**config.mk**
```make
export PLATFORM = sky130hd
export DESIGN_NAME = link_sta_sync
export DESIGN_NICKNAME = d
export VERILOG_FILES = /design/src/rtl/link_sta_pkg.sv /design/src/rtl/link_field_fix.sv /design/src/rtl/link_word_merge.sv /design/src/rtl/link_sta_sync.sv
export SDC_FILE = /design/constraint.sdc
export NUM_CORES = 1
export LEC_CHECK = 0
export BUFFER_PORTS_ARGS = -buffer_cell sky130_fd_sc_hd__buf_2
export CAP_MARGIN = 10
export CORE_MARGIN = 3
export CORE_UTILIZATION = 44
export DETAILED_ROUTE_END_ITERATION = 8
export MAX_ROUTING_LAYER = met4
export PLACE_DENSITY = 0.79
export REMOVE_ABC_BUFFERS = 1
export SYNTH_ARGS = -nofsm -noshare
export SYNTH_HDL_FRONTEND = slang
export SYNTH_HIERARCHICAL = 1
export SYNTH_SLANG_ARGS = --single-unit
```
**constraint.sdc**
```tcl
create_clock -name clk -period 1.1 [get_ports clk]
set_clock_uncertainty 0.15 [all_clocks]
set_input_delay 0 -clock clk [delete_from_list [all_inputs] [get_ports clk]]
set_output_delay 0 -clock clk [all_outputs]
set_load 0.02 [all_outputs]
```
**src/rtl/link_sta_pkg.sv**
```systemverilog
package link_sta_pkg;

   localparam int unsigned STA_W   = 16;
   localparam int unsigned SPD_W   = 4;
   localparam int unsigned WID_W   = 6;
   localparam int unsigned SPD_LSB = 0;
   localparam int unsigned WID_LSB = 4;

   typedef enum logic [3:0] {
      SPD_NONE = 4'd0,
      SPD_2G5  = 4'd1,
      SPD_5G   = 4'd2,
      SPD_8G   = 4'd3,
      SPD_16G  = 4'd4
   } spd_code_e;

   localparam int unsigned WID_X1 = 1;

endpackage

```
**src/rtl/link_field_fix.sv**
```systemverilog
module link_field_fix #(
   parameter int unsigned W    = 4,
   parameter int unsigned DFLT = 1
) (
   input  logic [W-1:0] cap_i,
   input  logic [W-1:0] rpt_i,
   input  logic         use_cap_i,
   output logic [W-1:0] val_o
);
   localparam logic [W-1:0] DFLT_V = W'(DFLT);

   if (DFLT == 0 || DFLT >= (1 << W)) begin : g_bad_dflt
      $fatal(1, "link_field_fix: default code does not fit the field");
   end

   logic rpt_zero;
   logic rpt_over;

   assign rpt_zero = (rpt_i == '0);
   assign rpt_over = (rpt_i > cap_i);

   always_comb begin
      if (use_cap_i)     val_o = cap_i;
      else if (rpt_zero) val_o = DFLT_V;
      else if (rpt_over) val_o = cap_i;
      else               val_o = rpt_i;
   end
endmodule

```
**src/rtl/link_word_merge.sv**
```systemverilog
module link_word_merge #(
   parameter int unsigned STA_W   = 16,
   parameter int unsigned SPD_W   = 4,
   parameter int unsigned WID_W   = 6,
   parameter int unsigned SPD_LSB = 0,
   parameter int unsigned WID_LSB = 4
) (
   input  logic [STA_W-1:0] sta_i,
   input  logic [SPD_W-1:0] spd_i,
   input  logic [WID_W-1:0] wid_i,
   output logic [STA_W-1:0] sta_o
);
   localparam int unsigned SPD_MSB = SPD_LSB + SPD_W - 1;
   localparam int unsigned WID_MSB = WID_LSB + WID_W - 1;

   if (SPD_MSB >= STA_W || WID_MSB >= STA_W) begin : g_bad_fit
      $fatal(1, "link_word_merge: field lies outside the status word");
   end
   if (!(SPD_MSB < WID_LSB || WID_MSB < SPD_LSB)) begin : g_bad_overlap
      $fatal(1, "link_word_merge: speed and width fields overlap");
   end

   for (genvar b = 0; b < STA_W; b++) begin : g_bit
      if (b >= SPD_LSB && b <= SPD_MSB) begin : g_spd
         assign sta_o[b] = spd_i[b-SPD_LSB];
      end else if (b >= WID_LSB && b <= WID_MSB) begin : g_wid
         assign sta_o[b] = wid_i[b-WID_LSB];
      end else begin : g_pass
         assign sta_o[b] = sta_i[b];
      end
   end
endmodule

```
**src/rtl/link_sta_sync.sv**
```systemverilog
module link_sta_sync
   import link_sta_pkg::*;
(
   input  logic             clk,
   input  logic             rst_n,
   input  logic             upd_i,
   input  logic [WID_W-1:0] cap_wid_i,
   input  logic [SPD_W-1:0] cap_spd_i,
   input  logic             dev_present_i,
   input  logic             dev_cap_i,
   input  logic [WID_W-1:0] dev_wid_i,
   input  logic [SPD_W-1:0] dev_spd_i,
   input  logic [STA_W-1:0] sta_i,
   output logic [STA_W-1:0] sta_o
);
   localparam logic [STA_W-1:0] FIELD_MASK =
      STA_W'(((1 << SPD_W) - 1) << SPD_LSB) | STA_W'(((1 << WID_W) - 1) << WID_LSB);

   logic             use_cap;
   logic [WID_W-1:0] wid_nxt, wid_q;
   logic [SPD_W-1:0] spd_nxt, spd_q;

   assign use_cap = !dev_present_i || !dev_cap_i;

   link_field_fix #(.W(WID_W), .DFLT(WID_X1)) u_wid_fix (
      .cap_i     (cap_wid_i),
      .rpt_i     (dev_wid_i),
      .use_cap_i (use_cap),
      .val_o     (wid_nxt)
   );

   link_field_fix #(.W(SPD_W), .DFLT(int'(SPD_2G5))) u_spd_fix (
      .cap_i     (cap_spd_i),
      .rpt_i     (dev_spd_i),
      .use_cap_i (use_cap),
      .val_o     (spd_nxt)
   );

   always_ff @(posedge clk or negedge rst_n) begin
      if (!rst_n) begin
         wid_q <= '0;
         spd_q <= '0;
      end else if (upd_i) begin
         wid_q <= wid_nxt;
         spd_q <= spd_nxt;
      end
   end

   link_word_merge #(
      .STA_W(STA_W), .SPD_W(SPD_W), .WID_W(WID_W),
      .SPD_LSB(SPD_LSB), .WID_LSB(WID_LSB)
   ) u_merge (
      .sta_i (sta_i),
      .spd_i (spd_q),
      .wid_i (wid_q),
      .sta_o (sta_o)
   );

   // no strobe, no change
   a_r11_hold: assert property (@(posedge clk) disable iff (!rst_n)
      !upd_i |=> $stable(sta_o & FIELD_MASK));

   // capability mirrored when no usable device
   a_r2_mirror: assert property (@(posedge clk) disable iff (!rst_n)
      (upd_i && (!dev_present_i || !dev_cap_i)) |=>
      (sta_o[WID_LSB +: WID_W] == $past(cap_wid_i) &&
       sta_o[SPD_LSB +: SPD_W] == $past(cap_spd_i)));

   a_r4_wid_clamp: assert property (@(posedge clk) disable iff (!rst_n)
      (upd_i && dev_present_i && dev_cap_i && dev_wid_i > cap_wid_i) |=>
      sta_o[WID_LSB +: WID_W] == $past(cap_wid_i));

   a_r5_wid_zero: assert property (@(posedge clk) disable iff (!rst_n)
      (upd_i && dev_present_i && dev_cap_i && dev_wid_i == '0) |=>
      sta_o[WID_LSB +: WID_W] == WID_W'(WID_X1));

   a_r7_spd_clamp: assert property (@(posedge clk) disable iff (!rst_n)
      (upd_i && dev_present_i && dev_cap_i && dev_spd_i > cap_spd_i) |=>
      sta_o[SPD_LSB +: SPD_W] == $past(cap_spd_i));

   a_r8_spd_zero: assert property (@(posedge clk) disable iff (!rst_n)
      (upd_i && dev_present_i && dev_cap_i && dev_spd_i == '0) |=>
      sta_o[SPD_LSB +: SPD_W] == SPD_2G5);

   a_r10_pass: assert property (@(posedge clk) disable iff (!rst_n)
      (sta_o & ~FIELD_MASK) == (sta_i & ~FIELD_MASK));
endmodule

```
==> impl_summary.md <==
Timing
Setup violations remaining at the end of the flow were counted as 10. In the finished design, the share of the clock period the worst path needs comes to 1.57. The final critical-path required period is roughly 1.7 ns. Once routing completed, OpenROAD measured the worst setup slack at -0.627 ns.

The number of max-slew violations in the final report is 0. The accumulated negative setup slack is -5.63 ns. The hold violation total from the final report is 0. The worst-margin pin slew is approximately 0.39 ns. The worst slew margin relative to its limit is 0.741. On the final layout, the worst hold slack is approximately 0.058 ns. Setup repair after global routing could not meet its margin everywhere. Derived from the worst setup path, the maximum achievable clock frequency is approximately 580 MHz.

Worst setup path
The critical path contains buffers and inverters numbering 3 combined. The gate family responsible for the most delay along the worst path is multiplexers. On the worst path, the slowest cell contributes a delay of 0.31 ns. The cell that appears most often on the critical path is mux2_4.

The critical path goes through buf_8 > inv_4 > ha_4 > nand4_1 > o21bai_4 > a31oi_4 > buf_12 > mux2_4 > mux2_4. Across all register-to-register paths, the minimum setup slack is between 0.1 and 0.15 ns. Data on the critical path arrives at its endpoint at roughly 1.7 ns.

In this run the worst path has a maximum fanout of 6. The slowest stage of the critical path is the mux2_4 cell. The endpoint required time on the critical path is approximately 1.1 ns.

The worst setup path is captured at a flop. The worst setup path category is in -> reg. The worst setup path is launched from a primary input.

Logic synthesis
Each instance of the synthesized netlist takes up on average between 10 and 15 µm². The netlist uses 25 different library cells. The post-synthesis instance area is between 1000 and 1500 µm². In the synthesized netlist, the number of instances is 98. The number of flip-flops and latches in the synthesized netlist is 10. By area the synthesized netlist is led by dfrtp_1 24%, mux2_4 15%, ha_1 12%. The share of the Yosys chip area taken by registers is 0.244. The count of yosys warnings during synthesis is 6. Of the post-synthesis cell area, the dominant cell type holds 0.244.

The cell type with the highest aggregate area in the netlist is dfrtp_1.

Placed design
The sum of net half-perimeters after detailed placement is 2110 µm. The routability-driven placement congestion ratio is ~0.77. The count of buffers added on input and output ports is 34.

Status
The final reports fail on setup timing. The flow ran to the end, but the final reports show violations.

Routing
For this block, the via count after detailed routing is just over 1,000. After detailed routing, the total wire length is about 3800 µm. For this run, design rule violations remaining after detail routing come to 0. Dividing the detail-routed via count by the number of cells gives approximately 5.3. The post-detailed-route count of antenna-violating nets is 0. The count of TritonRoute iterations in the first routing pass is 4.

The post-detailed-route wirelength per cell is slightly below 20 µm. The violation count after the first detailed-route iteration is 18.

Floorplanning
In this run the standard cell core region covers approximately 2100 µm². The floorplan has 16 rows. The die width is ~54 µm. The top-level port count is 57.

The initial cell density of the core is 0.493. The floorplan die area is approximately 3000 µm². The vertical extent of the die is 54.3 µm.

Clocking
The clock passes through at most 2 buffers. The cell sitting at the root of the clock tree is a clkbuf_4. TritonCTS built the clock tree. In this run the number of H-tree levels came out at 1. The clock-pin slew on the worst setup and hold paths is about 0.080 ns. The number of clock sinks seen by CTS is 10. The latest clock arrival within the worst-skew pair is around 0.26 ns. The number of buffers inserted during clock tree synthesis is 3.

Pwr
Across the VDD grid, the largest voltage drop is 0.000759 V. The leakage power of the design is 0.000882 µW. In this run the power density over the cells is approximately 890 nW/µm².

Overall power consumption after layout is estimated at between 1500 and 2000 µW.

Layout
From synthesis to final layout, the design area changed by 67.7%. The fraction of layout cells with a size suffix above 1 is 0.699. In the final design database the tool counted between 200 and 250 nets.

The number of inserted diodes is 0. Leaving out fill and tap cells, the most frequent cell in the layout is buf_4. The layout has roughly 120 filler cells.

The top cell types in the final layout, fill and taps aside, are 37 x buf_4, 24 x buf_2, 18 x mux2_4.

Hold path
The path class of the tightest hold or removal check is in -> reg.

GRT
For this run, the total global-route usage over all layers was measured as 0.278. Entering global routing, the biggest net connects 11 pins. Summed over all layers, the global routing overflow is 0.

The first global-routing pass estimated between 5000 and 6000 µm of wire. The number of global-route vias before repair is 1,042. The number of antenna violations at the first check in global routing was 0.

Job
Across the run, the number of max-cap violations was 0.
==> cells by family (layout without fill, tap and decap cells) <==
family          Yosys count  after routing  synth area share
compound gates           18             18             0.122
flops                    10             10             0.244
fa+ha+maj                10             10             0.122
mux                      20             20             0.253
buf+inv                  27             95             0.164
simple gates             13             13            0.0950
==> synth_stat cells <==
master    instances
nand3_1           1
a41oi_1           1
a21oi_1          12
dfrtp_1          10
mux2_2            5
nor2_1            1
a211oi_1          1
nor4_2            2
mux2_4           10
mux2_1            3
o2111a_2          1
mux2i_1           2
nand2_1           3
nand4_1           1
ha_1             10
o21bai_1          1
buf_4            16
inv_1            10
a21o_1            1
a31oi_4           1
nor3_4            1
nor2b_1           1
nor3_1            2
nor2b_4           1
buf_6             1
==> per-layer routing <==
layer / GRT usage / wire (µm) / part of all wire / vias up
met1: 0.304 / 1480 / 0.39 / 506
li1: - / - / - / 470
met3: 0.0572 / 209 / 0.055 / 12
met2: 0.474 / 1990 / 0.52 / 44
met4: 0.141 / 143 / 0.037 / 0
met5: - / 0 / 0 / -
==> state kept, by name, indices dropped and copies added (netlist names) <==
register / cells
wid_q: 6
spd_q: 4
==> worst paths after layout <==
kind / end / from / depth (start not counted)
setup reg to reg: spd_q[2]$_DFFE_PN0P_ / spd_q[2]$_DFFE_PN0P_ / 1
min in group asynchronous: wid_q[5]$_DFFE_PN0P_ / rst_n / 3
max in group asynchronous: spd_q[2]$_DFFE_PN0P_ / rst_n / 3
hold reg to reg: wid_q[0]$_DFFE_PN0P_ / wid_q[0]$_DFFE_PN0P_ / 1
hold / removal: wid_q[0]$_DFFE_PN0P_ / upd_i / 2
setup / recovery: wid_q[5]$_DFFE_PN0P_ / cap_wid_i[5] / 9
==> area by class of cell <==
type	instances	area (µm²)	share of cell area
flip-flops and latches	10	250	0.145
multi-input cells	61	728	0.423
well taps	27	33.8	0.0196
inverters	10	45.0	0.0261
clock buffers	4	36.3	0.0211
repair buffers	81	629	0.365
==> through the flow <==
step / instances / utilization / instance area, µm² / worst slack (ns)
after floorplan: 81 / - / 896 / -0.705
after global placement: 172 / 0.636 / 1330 / -0.829
after detailed placement: 172 / 0.636 / 1330 / -0.878
after CTS: 190 / 0.802 / 1670 / -0.527
after global routing: 193 / 0.828 / 1720 / -0.619
final: 193 / 0.828 / 1720 / -0.627
==> power breakdown <==
part	total [µW]	switching, µW	leakage, µW	internal, µW
logic	743	339	0.000744	404
clock network	338	137	0.0000210	201
registers	453	35.4	0.000117	417
==> timing repair <==
action,4_1_cts,5_1_grt
endpoints found under the hold margin,16,0
setup endpoints to repair,10,10
hold buffers,8,0
buffers inserted,6,3
pin swaps,9,4
gates resized for setup,39,5
No activity file was read; power rests on OpenSTA's default activity.
